**src/rtl/evp_pkg.sv**
```systemverilog
// evp_pkg: event codes and register addresses shared by the counter pair.
// Assumes an 8-bit type field and a 3-bit register address.
package evp_pkg;
    localparam int unsigned EV_CODE_W = 8;
    localparam logic [EV_CODE_W-1:0] EV_CYCLE = 8'h11;
    localparam logic [EV_CODE_W-1:0] EV_MEMACC = 8'h13;
    localparam logic [EV_CODE_W-1:0] EV_CHAIN = 8'h1E;

    localparam int unsigned REG_AW = 3;
    localparam logic [REG_AW-1:0] A_CTRL = 3'd0;
    localparam logic [REG_AW-1:0] A_ENSET = 3'd1;
    localparam logic [REG_AW-1:0] A_ENCLR = 3'd2;
    localparam logic [REG_AW-1:0] A_OVF = 3'd3;
    localparam logic [REG_AW-1:0] A_CNT0 = 3'd4;
    localparam logic [REG_AW-1:0] A_CNT1 = 3'd5;
    localparam logic [REG_AW-1:0] A_TYPE0 = 3'd6;
    localparam logic [REG_AW-1:0] A_TYPE1 = 3'd7;
endpackage

```
**src/rtl/evp_evsel.sv**
```systemverilog
// evp_evsel: decodes a counter's type code into a hit on its selected
// event line. Assumes event pulses last one cycle. Codes that are not
// ordinary sources (chain, unused) give no hit.
module evp_evsel
    import evp_pkg::*;
#(
    parameter int unsigned TYPE_W = EV_CODE_W
) (
    input  logic [TYPE_W-1:0] ev_type,
    input  logic              ev_mem,
    input  logic              ev_cyc,
    output logic              hit
);
    localparam logic [TYPE_W-1:0] CODE_MEM = TYPE_W'(EV_MEMACC);
    localparam logic [TYPE_W-1:0] CODE_CYC = TYPE_W'(EV_CYCLE);

    // Select the event line named by the type code.
    always_comb begin
        hit = ((ev_type == CODE_MEM) && ev_mem) ||
              ((ev_type == CODE_CYC) && ev_cyc);
    end
endmodule

```
**src/rtl/evp_counter.sv**
```systemverilog
// evp_counter: one wrapping value register with a software load.
// Assumes the load has priority over an increment on the same edge;
// wrap flags an increment from all-ones that is actually applied.
module evp_counter #(
    parameter int unsigned W = 32
) (
    input  logic         clk,
    input  logic         rst_n,
    input  logic         ld,
    input  logic [W-1:0] ld_val,
    input  logic         inc,
    output logic [W-1:0] value,
    output logic         wrap
);
    // Hold, load or advance the count.
    always_ff @(posedge clk) begin
        if (!rst_n)   value <= '0;
        else if (ld)  value <= ld_val;
        else if (inc) value <= value + 1'b1;
    end

    // Flag an applied increment from the top value.
    always_comb begin
        wrap = inc && !ld && (&value);
    end

    assert_wrap_zero_R3: assert property (@(posedge clk) disable iff (!rst_n)
        wrap |=> (value == '0));

    assert_load_wins_R11: assert property (@(posedge clk) disable iff (!rst_n)
        ld |=> (value == $past(ld_val)));
endmodule

```
**src/rtl/evpair_counter.sv**
```systemverilog
// evpair_counter: two event counters; the odd one can chain on the even
// one's wraps to form a 64-bit count. Assumes a single-cycle write port
// and a combinational read port; chaining is decided from the live odd
// type and both enables on the same edge as the wrap.
module evpair_counter
    import evp_pkg::*;
#(
    parameter int unsigned CNT_W  = 32,
    parameter int unsigned TYPE_W = EV_CODE_W
) (
    input  logic              clk,
    input  logic              rst_n,
    input  logic              reg_wr,
    input  logic [REG_AW-1:0] reg_addr,
    input  logic [CNT_W-1:0]  reg_wdata,
    input  logic [REG_AW-1:0] rd_addr,
    output logic [CNT_W-1:0]  rd_data,
    input  logic              ev_mem,
    input  logic              ev_cyc
);
    localparam int unsigned NCNT = 2;
    localparam int unsigned PAD_T = CNT_W - TYPE_W;
    localparam int unsigned PAD_M = CNT_W - NCNT;
    localparam logic [TYPE_W-1:0] CODE_CHAIN = TYPE_W'(EV_CHAIN);

    logic                        ctl_e;
    logic [NCNT-1:0]             en_q;
    logic [NCNT-1:0]             ovf_q;
    logic [NCNT-1:0]             ovf_set;
    logic [NCNT-1:0]             ovf_clr;
    logic [NCNT-1:0][TYPE_W-1:0] type_q;
    logic [NCNT-1:0][CNT_W-1:0]  cnt;
    logic [NCNT-1:0]             hit;
    logic [NCNT-1:0]             ld;
    logic [NCNT-1:0]             inc;
    logic [NCNT-1:0]             wrap;
    logic                        chained;
    logic                        carry;

    // One event decoder and one value register per counter.
    for (genvar i = 0; i < NCNT; i++) begin : g_cnt
        localparam logic [REG_AW-1:0] MY_ADDR = (i == 0) ? A_CNT0 : A_CNT1;

        evp_evsel #(.TYPE_W(TYPE_W)) u_sel (
            .ev_type (type_q[i]),
            .ev_mem  (ev_mem),
            .ev_cyc  (ev_cyc),
            .hit     (hit[i])
        );

        evp_counter #(.W(CNT_W)) u_cnt (
            .clk    (clk),
            .rst_n  (rst_n),
            .ld     (ld[i]),
            .ld_val (reg_wdata),
            .inc    (inc[i]),
            .value  (cnt[i]),
            .wrap   (wrap[i])
        );

        // Decode a software write to this counter's value.
        always_comb begin
            ld[i] = reg_wr && (reg_addr == MY_ADDR);
        end
    end

    // Chain decision, increments and overflow events for this edge.
    always_comb begin
        chained = (type_q[1] == CODE_CHAIN);
        inc[0]  = ctl_e && en_q[0] && hit[0];
        carry   = chained && en_q[1] && wrap[0];
        inc[1]  = ctl_e && en_q[1] && (chained ? wrap[0] : hit[1]);
        ovf_set = {wrap[1], wrap[0] && !carry};
        ovf_clr = (reg_wr && (reg_addr == A_OVF)) ? reg_wdata[NCNT-1:0] : '0;
    end

    // Control, enable, type and overflow status registers.
    always_ff @(posedge clk) begin
        if (!rst_n) begin
            ctl_e  <= 1'b0;
            en_q   <= '0;
            ovf_q  <= '0;
            type_q <= '0;
        end else begin
            if (reg_wr) begin
                case (reg_addr)
                    A_CTRL:  ctl_e     <= reg_wdata[0];
                    A_ENSET: en_q      <= en_q | reg_wdata[NCNT-1:0];
                    A_ENCLR: en_q      <= en_q & ~reg_wdata[NCNT-1:0];
                    A_TYPE0: type_q[0] <= reg_wdata[TYPE_W-1:0];
                    A_TYPE1: type_q[1] <= reg_wdata[TYPE_W-1:0];
                    default: ;
                endcase
            end
            ovf_q <= (ovf_q & ~ovf_clr) | ovf_set;
        end
    end

    // Read multiplexer.
    always_comb begin
        case (rd_addr)
            A_CTRL:           rd_data = {{(CNT_W-1){1'b0}}, ctl_e};
            A_ENSET, A_ENCLR: rd_data = {{PAD_M{1'b0}}, en_q};
            A_OVF:            rd_data = {{PAD_M{1'b0}}, ovf_q};
            A_CNT0:           rd_data = cnt[0];
            A_CNT1:           rd_data = cnt[1];
            A_TYPE0:          rd_data = {{PAD_T{1'b0}}, type_q[0]};
            default:          rd_data = {{PAD_T{1'b0}}, type_q[1]};
        endcase
    end

    assert_idle_hold_R2: assert property (@(posedge clk) disable iff (!rst_n)
        (!ctl_e && !ld[0]) |=> (cnt[0] == $past(cnt[0])));

    assert_carry_no_ovf0_R4: assert property (@(posedge clk) disable iff (!rst_n)
        carry |=> !(ovf_q[0] && !$past(ovf_q[0])));

    assert_chain_hold_R5: assert property (@(posedge clk) disable iff (!rst_n)
        (chained && !en_q[0] && !ld[1]) |=> $stable(cnt[1]));

    assert_unchained_ovf0_R3: assert property (@(posedge clk) disable iff (!rst_n)
        (wrap[0] && !chained) |=> ovf_q[0]);

    assert_enset_R7: assert property (@(posedge clk) disable iff (!rst_n)
        (reg_wr && reg_addr == A_ENSET) |=>
        ((en_q & $past(reg_wdata[NCNT-1:0])) == $past(reg_wdata[NCNT-1:0])));
endmodule

```
**config.mk**
```make
export PLATFORM = sky130hd
export DESIGN_NAME = evpair_counter
export DESIGN_NICKNAME = d
export VERILOG_FILES = /design/src/rtl/evp_pkg.sv /design/src/rtl/evp_evsel.sv /design/src/rtl/evp_counter.sv /design/src/rtl/evpair_counter.sv
export SDC_FILE = /design/constraint.sdc
export NUM_CORES = 1
export LEC_CHECK = 0
export BUFFER_PORTS_ARGS = -buffer_cell sky130_fd_sc_hd__buf_2
export CAP_MARGIN = 10
export CORE_MARGIN = 5
export CORE_UTILIZATION = 52
export DETAILED_ROUTE_END_ITERATION = 10
export PLACE_DENSITY_LB_ADDON = 0.12
export SETUP_SLACK_MARGIN = 0.2
export SYNTH_ARGS = -nofsm -noshare
export SYNTH_HDL_FRONTEND = slang
export SYNTH_SLANG_ARGS = --single-unit
```
**constraint.sdc**
```tcl
create_clock -name clk -period 2.4 [get_ports clk]
set_input_delay 0.48 -clock clk [delete_from_list [all_inputs] [get_ports clk]]
set_output_delay 0.48 -clock clk [all_outputs]
set_load 0.1 [all_outputs]
```
==> results of run 1 <==
[synth_stat cells, types with 9 or more instances]
cell type   n
dfxtp_1    85
nand2_1    65
nor2_1     61
a21oi_1    58
o21ai_0    55
nand3_1    37
clkbuf_1   33
mux2i_1    29
a211oi_1   28
xnor2_1    26
xor2_1     25
nand4_1    19
a31oi_1    12
and2_1     11
and3_1     10
and4_1      9
or3_1       9
[cell usage in the layout, fill, tap and decap left out, drive strengths merged, types with 4 or more instances in the layout]
cell type and n:
buf 157, dfxtp 85, nand2 65, nor2 61
a21oi 58, o21ai 56, nand3 37, mux2i 29
a211oi 28, xnor2 26, xor2 25, nand4 20
a31oi 12, and2 11, and3 10, and4 10
clkbuf 9, inv 9, or3 9, mux4 8
a2111oi 6, or4 6, nor3 5, nor3b 4
nor4 4
[flip-flops by register name, summed over array words and instances, names as in the netlist, named ones only]
| signal | count |
|---|---|
| g_cnt.u_cnt.value | 64 |
| ctl_e | 1 |
| type_q | 16 |
| ovf_q | 2 |
[routing by layer]
metal | global-route usage (%) | routed length [um] | up-vias
li1 | - | - | 2642
met1 | 33.8 | 7120 | 2756
met2 | 46.5 | 9080 | 330
met3 | 6.46 | 1480 | 83
met4 | 9.20 | 839 | 0
met5 | 0 | 0 | -
[layout make-up]
type | count | area [um^2]
clock inverters | 7 | 98.8
multi-input cells | 517 | 3850
fillers | 713 | 2270
flip-flops and latches | 85 | 1720
clock buffers | 9 | 124
well taps | 133 | 166
repair buffers | 157 | 1560
inverters | 8 | 30.0
[worst max-delay path, stage by stage, from the launching register on]
cell and delay, ns:
dfxtp_4 0.38, ha_4 0.14, and2_4 0.14, nand4_1 0.23
buf_4 0.22, or4_4 0.59, a2111oi_4 0.41, xnor2_1 0.16
a21oi_1 0.08
[metrics by stage]
stage,util [%],setup TNS (ns),instance area [um^2]
floorplan,-,0,5530
global placement,68.7,0,6750
detailed placement,68.7,-0.141,6750
CTS,73.2,0,7190
global route,76.9,-1.77,7550
finish,76.9,-0.407,7550
[kinds of logic after synthesis]
family	after synthesis	synth area share (%)
xor+xnor	51	8.48
mux	38	9.15
flops	85	32.3
simple gates	252	24.8
buf+inv	52	4.02
compound gates	171	20.7
fa+ha+maj	2	0.475
[where the power goes]
group / internal, W / switching, W / leakage (nW)
combinational: 0.000186 / 0.000287 / 1.86
sequential: 0.00145 / 0.0000513 / 0.695
clock: 0.000592 / 0.000575 / 0.110
[repair_timing]
item                       in CTS  in global routing
setup buffers                   6                 16
setup endpoints to repair      48                 70
pin swaps                      29                 37
gates cloned                    2                  2
resized for setup              36                 58
hold buffers                    0                  0
[worst paths after layout]
| kind | startpoint | end | slack, ns | cells after the start |
|---|---|---|---|---|
| worst max-delay path | g_cnt[0].u_cnt.value[1] | g_cnt[1].u_cnt.value[18] | -0.08 | 8 |
| worst min-delay path | reg_wdata[4] | type_q[4] | 0.37 | 3 |
| worst max register to register | g_cnt[0].u_cnt.value[1] | g_cnt[1].u_cnt.value[18] | -0.08 | 8 |
| worst min register to register | type_q[12] | type_q[12] | 0.48 | 2 |
==> results.json, run 1 <==
{
  "outcome": "complete, but fails checks",
  "violations": "setup timing",
  "crit_path_start_kind": "flip-flop",
  "min_path_type": "in2reg",
  "drc_errors": 0,
  "ys_warn_count": 0,
  "gp_congestion": 0.935,
  "ir_drop_v": 0.000347,
  "drive_gt1_share_pct": 34.9,
  "numCtsBuffers": 9,
  "power_w": 0.00314,
  "syn_area_per_cell_um2": 8.09,
  "nets": 823,
  "rsz0062_at_grt": "yes",
  "chipHeight_um": 111,
  "drt_iter0_drc": 476,
  "antenna_found_initial": 0,
  "grt_max_degree": 69,
  "async_flop_share_pct": 0,
  "cap_violations": 0,
  "cp.required_ns": 2.65,
  "cts_tree": "built",
  "die_x_um": 111,
  "clockBufferDepth": 2,
  "dpl.hpwl_um": 12100,
  "clk_pin_slew_ns": 0.10,
  "grt_usage_pct": 27.3,
  "finalHoldViolCount": 0,
  "syn_to_final_growth_pct": 43.4,
  "antenna_cells": 0,
  "core_um2": 9820,
  "grt_pass1_vias": 5444,
  "grt_pass1_wl_um": 27800,
  "worst_slew_pin_slew_ns": 0.640,
  "synth_area_um2": 5270,
  "power_density_nw_per_um2": 417,
  "ys_types": 53,
  "synth.yosys.seq_area_share_pct": 32.3,
  "routed_wl_um": 18500,
  "path_class": "reg2reg",
  "cts_root_buf": "clkbuf_8",
  "synth-seq-cells": 85,
  "final_cells": 916,
  "finalClockSkew_ns": 0.0121,
  "endpoint_kind": "flip-flop",
  "io_buffers": 74,
  "max_freq_mhz": 404,
  "crit_arrival_ns": 2.73,
  "ctsHtreeMaxLevel": 3,
  "timing.hold.ws_ns": 0.368,
  "cts.sinks": 85,
  "synthTopCellsByArea": "dfxtp_1 32%, a21oi_1 5.5%, mux2i_1 5.5%",
  "syn_inst": 651,
  "post-route-min-period_ns": 2.48,
  "vias_per_cell": 6.34,
  "num_io_pins": 75,
  "placed_cells": 874,
  "netlist.area_leader.share_pct": 32.3,
  "setup_viol": 12,
  "vias": 5811,
  "die_area_um2": 12200,
  "max-slew-margin-rel_pct": 57.3,
  "synth_nets": 696,
  "drtAntennaViolNets": 0,
  "path_max_fanout": 4,
  "power.leakage_nw": 2.66,
  "drv_slew": 0,
  "wl_per_cell_um": 20.2,
  "finalCritPeriodShare_pct": 103,
  "synth_edf_count": 0,
  "clk_latency_ns": 0.38,
  "finalWorstSetupSlack_ns": -0.0770,
  "dr.pass1.iters": 7,
  "yosysTopAreaCell": "dfxtp_1",
  "initial_core_util_pct": 53.6,
  "place_ws_ns": -0.0405,
  "synthFlopType": "dfxtp_1",
  "placementRows": 36,
  "grt_overflow_total": 0
}
Power figures use the tool's default switching activity.
==> inputs of run 2 (changes only) <==
==> constraint.sdc (replaced) <==
create_clock -name clk -period 2.4 [get_ports clk]
set_input_delay 0.12 -clock clk [delete_from_list [all_inputs] [get_ports clk]]
set_output_delay 0.12 -clock clk [all_outputs]
set_load 0.1 [all_outputs]
==> run 2 against run 1 <==
The run now ends clean. Total power shrank 1.4%. Critical path depth shrank 1. Flip-flop and latch count did not move. Cell area down 7.5%. Wire length fell by 6.9%. Maximum frequency increased by 5.8%. Die area stayed put. Sequential share of layout area rose by 1.8 points. Sequential power hardly changed. Critical path type unchanged.
==> results.json, run 2 (synthesis gave the netlist of run 1 again) <==
{
  "max-slew-margin-rel_pct": 21.1,
  "hold_start": "reg_wdata[3]",
  "holdPathStages": 3,
  "placementRows": 36,
  "switching_share_pct": 27.6,
  "dr.pass1.iters": 5,
  "reg.largest.list": "g_cnt.u_cnt.value x64, type_q x16, ovf_q x2",
  "drc_errors": 0,
  "finalClockSkew_ns": 0.0152,
  "cts_tree": "built",
  "cts_root_buf": "clkbuf_8",
  "clk_latency_ns": 0.38,
  "p_comb_share_pct": 13.7,
  "numCtsBuffers": 9,
  "slowest_stage": "or4_4",
  "gp_congestion": 0.949,
  "grt_usage_pct": 27.2,
  "power.leakage_nw": 2.53,
  "cts.sinks": 85,
  "max_freq_mhz": 427,
  "cap_violations": 0,
  "final_common_cell": "dfxtp_1",
  "drive_gt1_share_pct": 33.8,
  "outcome": "completed",
  "chipHeight_um": 111,
  "path_class": "reg2reg",
  "antenna_found_initial": 0,
  "reg2reg_to": "g_cnt[1].u_cnt.value[25]",
  "grt_pass1_vias": 5447,
  "wl_per_cell_um": 18.9,
  "setup.worst_path.start": "type_q[2]",
  "grt_overflow_total": 0,
  "clockPowerShare_pct": 37.9,
  "die_area_um2": 12200,
  "io_buffers": 74,
  "cts_hold_buf": 0,
  "ir_drop_v": 0.000329,
  "endpoint_kind": "flip-flop",
  "routed_wl_um": 17200,
  "fin_util_pct": 71.1,
  "placed_cells": 875,
  "rr_worst_depth": 7,
  "cp_cell_sequence": "nor4bb_4 > nand4_1 > buf_4 > or4_4 > a211oi_2 > xnor2_1 > a21oi_1",
  "post-route-min-period_ns": 2.34,
  "path_max_fanout": 5,
  "die_x_um": 111,
  "min_path_type": "in2reg",
  "slowest_delay_ns": 0.61,
  "finalCritPeriodShare_pct": 97.5,
  "ctsHtreeMaxLevel": 3,
  "timing.rr.start": "type_q[2]",
  "vias_per_cell": 6.14,
  "nets": 821,
  "power_density_nw_per_um2": 444,
  "crit_arrival_ns": 2.60,
  "final_cells": 914,
  "seqPwrFrac_pct": 48.4,
  "setup_viol": 0,
  "crit_path_start_kind": "flip-flop",
  "core_um2": 9820,
  "num_io_pins": 75,
  "p_sw_w": 0.000854,
  "power_w": 0.00310,
  "largest_register": "g_cnt.u_cnt.value",
  "antenna_cells": 0,
  "finalHoldViolCount": 0,
  "r2r_slack_ns": 0.06,
  "drt_iter0_drc": 566,
  "initial_core_util_pct": 53.6,
  "cp.required_ns": 2.66,
  "grt_max_degree": 65,
  "drv_slew": 0,
  "worst_slew_pin_slew_ns": 1.18,
  "syn_to_final_growth_pct": 32.6,
  "mostFrequentLayoutCells": "76 x dfxtp_1, 75 x buf_2, 74 x buf_4",
  "clk_pin_slew_ns": 0.09,
  "p_int_w": 0.00225,
  "clockBufferDepth": 2,
  "dpl.hpwl_um": 12100,
  "drtAntennaViolNets": 0,
  "rsz0062_at_grt": "yes",
  "vias": 5613,
  "grt_pass1_wl_um": 27500,
  "n_fill_cell": 784,
  "largest_register_ffs": 64,
  "endpoint": "g_cnt[1].u_cnt.value[25]"
}
run 2: through the flow:
| step | setup WS [ns] | cell area (um^2) | hold WS, ns | setup TNS [ns] |
|---|---|---|---|---|
| global placement | 0.0416 | 6290 | 0.399 | 0 |
| global route | -0.0403 | 6980 | 0.0284 | -0.191 |
| floorplan | 0.186 | 5450 | 0.217 | 0 |
| detailed placement | -0.0289 | 6290 | 0.408 | -0.0505 |
| finish | 0.0596 | 6980 | 0.0123 | 0 |
| CTS | 0.113 | 6740 | 0.0101 | 0 |
run 2: critical path: cells and delay by family (launching register included):
family | cells | cell delay, ns
AOI/OAI and AO/OA | 2 | 0.36
and+or+nand+nor | 3 | 1.13
xor gates and xnor gates | 1 | 0.14
DFF | 1 | 0.35
buffers and inverters | 1 | 0.23
run 2: worst min-delay path by stage:
stage                 end  slack (ns)
2_1_floorplan   flip-flop        0.22
3_3_place_gp   type_q[12]        0.40
5_1_grt         type_q[5]        0.03
3_5_place_dp    type_q[5]        0.41
4_1_cts        type_q[10]        0.01
6_report        type_q[3]        0.01
run 2: metal layers:
metal,wire [um],part of all wire (%),vias to the layer above,track usage [%]
met3,1210,7.0,64,4.76
met4,731,4.2,0,12.0
met5,0,0,-,0
met1,7090,41,2637,33.9
li1,-,-,2643,-
met2,8210,48,269,45.9
run 2: power groups by stage:
stage                     combinational, W  clock [W]  sequential (W)
after floorplan                   0.000274          0         0.00152
after global placement            0.000405          0         0.00153
after detailed placement          0.000413          0         0.00153
after CTS                         0.000420    0.00119         0.00150
after global routing              0.000456    0.00126         0.00151
final                             0.000424    0.00118         0.00150
run 2: layout make-up:
class | count | area (um^2) | area share (%)
sequential | 85 | 1720 | 24.6
timing repair buffer | 155 | 1010 | 14.4
clock buffer | 12 | 155 | 2.22
clock inverter | 4 | 70.1 | 1.00
tap | 133 | 166 | 2.38
inverter | 8 | 30.0 | 0.430
multi-input combinational | 517 | 3830 | 54.9
run 2: what timing repair did:
action / in CTS / in global routing
gates cloned: 3 / 1
setup endpoints to repair: 30 / 35
pin swaps: 22 / 34
resized for setup: 36 / 26
buffers inserted: 6 / 13
==> inputs of run 3 (changes only) <==
--- a/config.mk
+++ b/config.mk
@@ -10,7 +10,7 @@
 export CORE_MARGIN = 5
 export CORE_UTILIZATION = 52
 export DETAILED_ROUTE_END_ITERATION = 10
-export PLACE_DENSITY_LB_ADDON = 0.12
+export PLACE_DENSITY = 0.76
 export SETUP_SLACK_MARGIN = 0.2
 export SYNTH_ARGS = -nofsm -noshare
 export SYNTH_HDL_FRONTEND = slang
==> run 3 against run 2 <==
The flow now finishes with violations (setup timing). Maximum frequency down 4.7%. Clock skew decreased by 0.00098 ns. Flip-flop and latch count unchanged. Combinational power fell by 2%. Core utilization fell by 2.1 points. Sequential share of layout area increased by 0.74 points. Die area did not move. Worst setup slack worse by 0.12 ns. Non-clock buffer count decreased by 20. Clock power is 11% lower. Cell area decreased by 2.9%. Cell count down 2.3%. Highest routed layer unchanged.
==> results.json, run 3 (synthesis gave the netlist of run 1 again) <==
{
  "largest_register_ffs": 64,
  "reg.largest.list": "g_cnt.u_cnt.value x64, type_q x16, ovf_q x2",
  "power_density_nw_per_um2": 438,
  "cts_tree": "built",
  "finalWorstSetupSlack_ns": -0.0565,
  "met3_usage_pct": 4.27,
  "power.leakage_nw": 2.41,
  "cp.required_ns": 2.64,
  "dpl.hpwl_um": 11400,
  "vias_per_cell": 6.18,
  "nets": 800,
  "finalHoldViolCount": 0,
  "endpoint_kind": "flip-flop",
  "post-route-min-period_ns": 2.46,
  "rsz0062_at_grt": "yes",
  "placementRows": 36,
  "die_area_um2": 12200,
  "worst_slew_pin_slew_ns": 1.12,
  "cts.sinks": 85,
  "gp_congestion": 0.917,
  "n_fill_cell": 795,
  "clk_latency_ns": 0.37,
  "die_x_um": 111,
  "max-slew-margin-rel_pct": 25.1,
  "place_ws_ns": -0.0281,
  "min_path_type": "in2reg",
  "drv_slew": 0,
  "clockBufferDepth": 2,
  "mostFrequentLayoutCells": "78 x dfxtp_1, 74 x buf_2, 65 x nand2_1",
  "grt_pass1_wl_um": 26700,
  "grt_max_degree": 69,
  "path_class": "reg2reg",
  "core_um2": 9820,
  "finalCritPeriodShare_pct": 102,
  "grt_usage_pct": 26.0,
  "drt_iter0_drc": 572,
  "syn_to_final_growth_pct": 28.7,
  "numCtsBuffers": 9,
  "wl_per_cell_um": 18.3,
  "power_w": 0.00297,
  "outcome": "complete, but fails checks",
  "drtAntennaViolNets": 0,
  "antenna_found_initial": 0,
  "path_max_fanout": 10,
  "initial_core_util_pct": 53.6,
  "io_buffers": 74,
  "drive_gt1_share_pct": 31.6,
  "ir_drop_v": 0.000309,
  "routed_wl_um": 16400,
  "grt_pass1_vias": 5401,
  "met2_usage_pct": 44.6,
  "grt_busiest_layer": "met2",
  "setup_viol": 10,
  "final_common_cell": "dfxtp_1",
  "crit_path_start_kind": "flip-flop",
  "ctsHtreeMaxLevel": 3,
  "cap_violations": 0,
  "finalClockSkew_ns": 0.0142,
  "cts_root_buf": "clkbuf_8",
  "drc_errors": 0,
  "regArea_um2": 1720,
  "largest_register": "g_cnt.u_cnt.value",
  "clk_pin_slew_ns": 0.09,
  "violations": "setup timing",
  "grtUsageMet1_pct": 32.8,
  "chipHeight_um": 111,
  "multi_input_area_um2": 3790,
  "num_io_pins": 75,
  "antenna_cells": 0,
  "crit_arrival_ns": 2.69,
  "dr.pass1.iters": 5,
  "vias": 5521,
  "max_freq_mhz": 407,
  "grt_overflow_total": 0
}
-- run 3: area by class of cell --
class	count	area share [%]
clock buffers	11	2.09
clock inverters	5	0.868
inverters	8	0.443
multi-input cells	516	55.9
flip-flops and latches	85	25.3
well taps	133	2.46
repair buffers	135	12.9
-- run 3: what timing repair did --
item	4_1_cts	5_1_grt
cloned	2	0
pin swaps	30	12
hold buffers	0	0
resized for setup	31	25
buffers inserted	9	2
endpoints found under the setup margin	30	58
-- run 3: routing by layer --
metal	routed length, um	vias up
li1	-	2594
met3	1080	41
met4	463	0
met2	8000	231
met5	0	-
met1	6850	2655
-- run 3: worst paths after layout --
path	startpoint	endpoint	slack [ns]	cells after the start
max	flip-flop	g_cnt[1].u_cnt.value[17]	-0.06	7
min	reg_wdata[2]	type_q[2]	0.02	3
max reg2reg	flip-flop	g_cnt[1].u_cnt.value[17]	-0.06	7
min reg2reg	type_q[6]	type_q[6]	0.48	2
-- run 3: critical path: stages (launching register included) --
cell	delay, ns
dfxtp_2	0.34
nor4bb_2	0.31
nand4_1	0.29
buf_4	0.23
or4_4	0.60
a211oi_2	0.27
xnor2_1	0.17
a21oi_1	0.11
-- run 3: stage by stage --
step / area [um^2] / TNS, ns / utilization, % / hold WS, ns / std cells
floorplan: 5450 / 0 / - / 0.217 / 651
global placement: 6220 / 0 / 63.3 / 0.402 / 864
detailed placement: 6220 / -0.0281 / 63.3 / 0.408 / 864
CTS: 6640 / 0 / 67.7 / 0.00849 / 891
global route: 6770 / -1.66 / 69.0 / 0.0168 / 893
finish: 6770 / -0.219 / 69.0 / 0.0158 / 893
-- run 3: report_power, final --
group / total, W / switching, W / leakage (nW) / internal, W
Sequential: 0.00150 / 0.0000481 / 0.694 / 0.00145
Combinational: 0.000417 / 0.000271 / 1.62 / 0.000146
Clock: 0.00105 / 0.000538 / 0.0959 / 0.000512
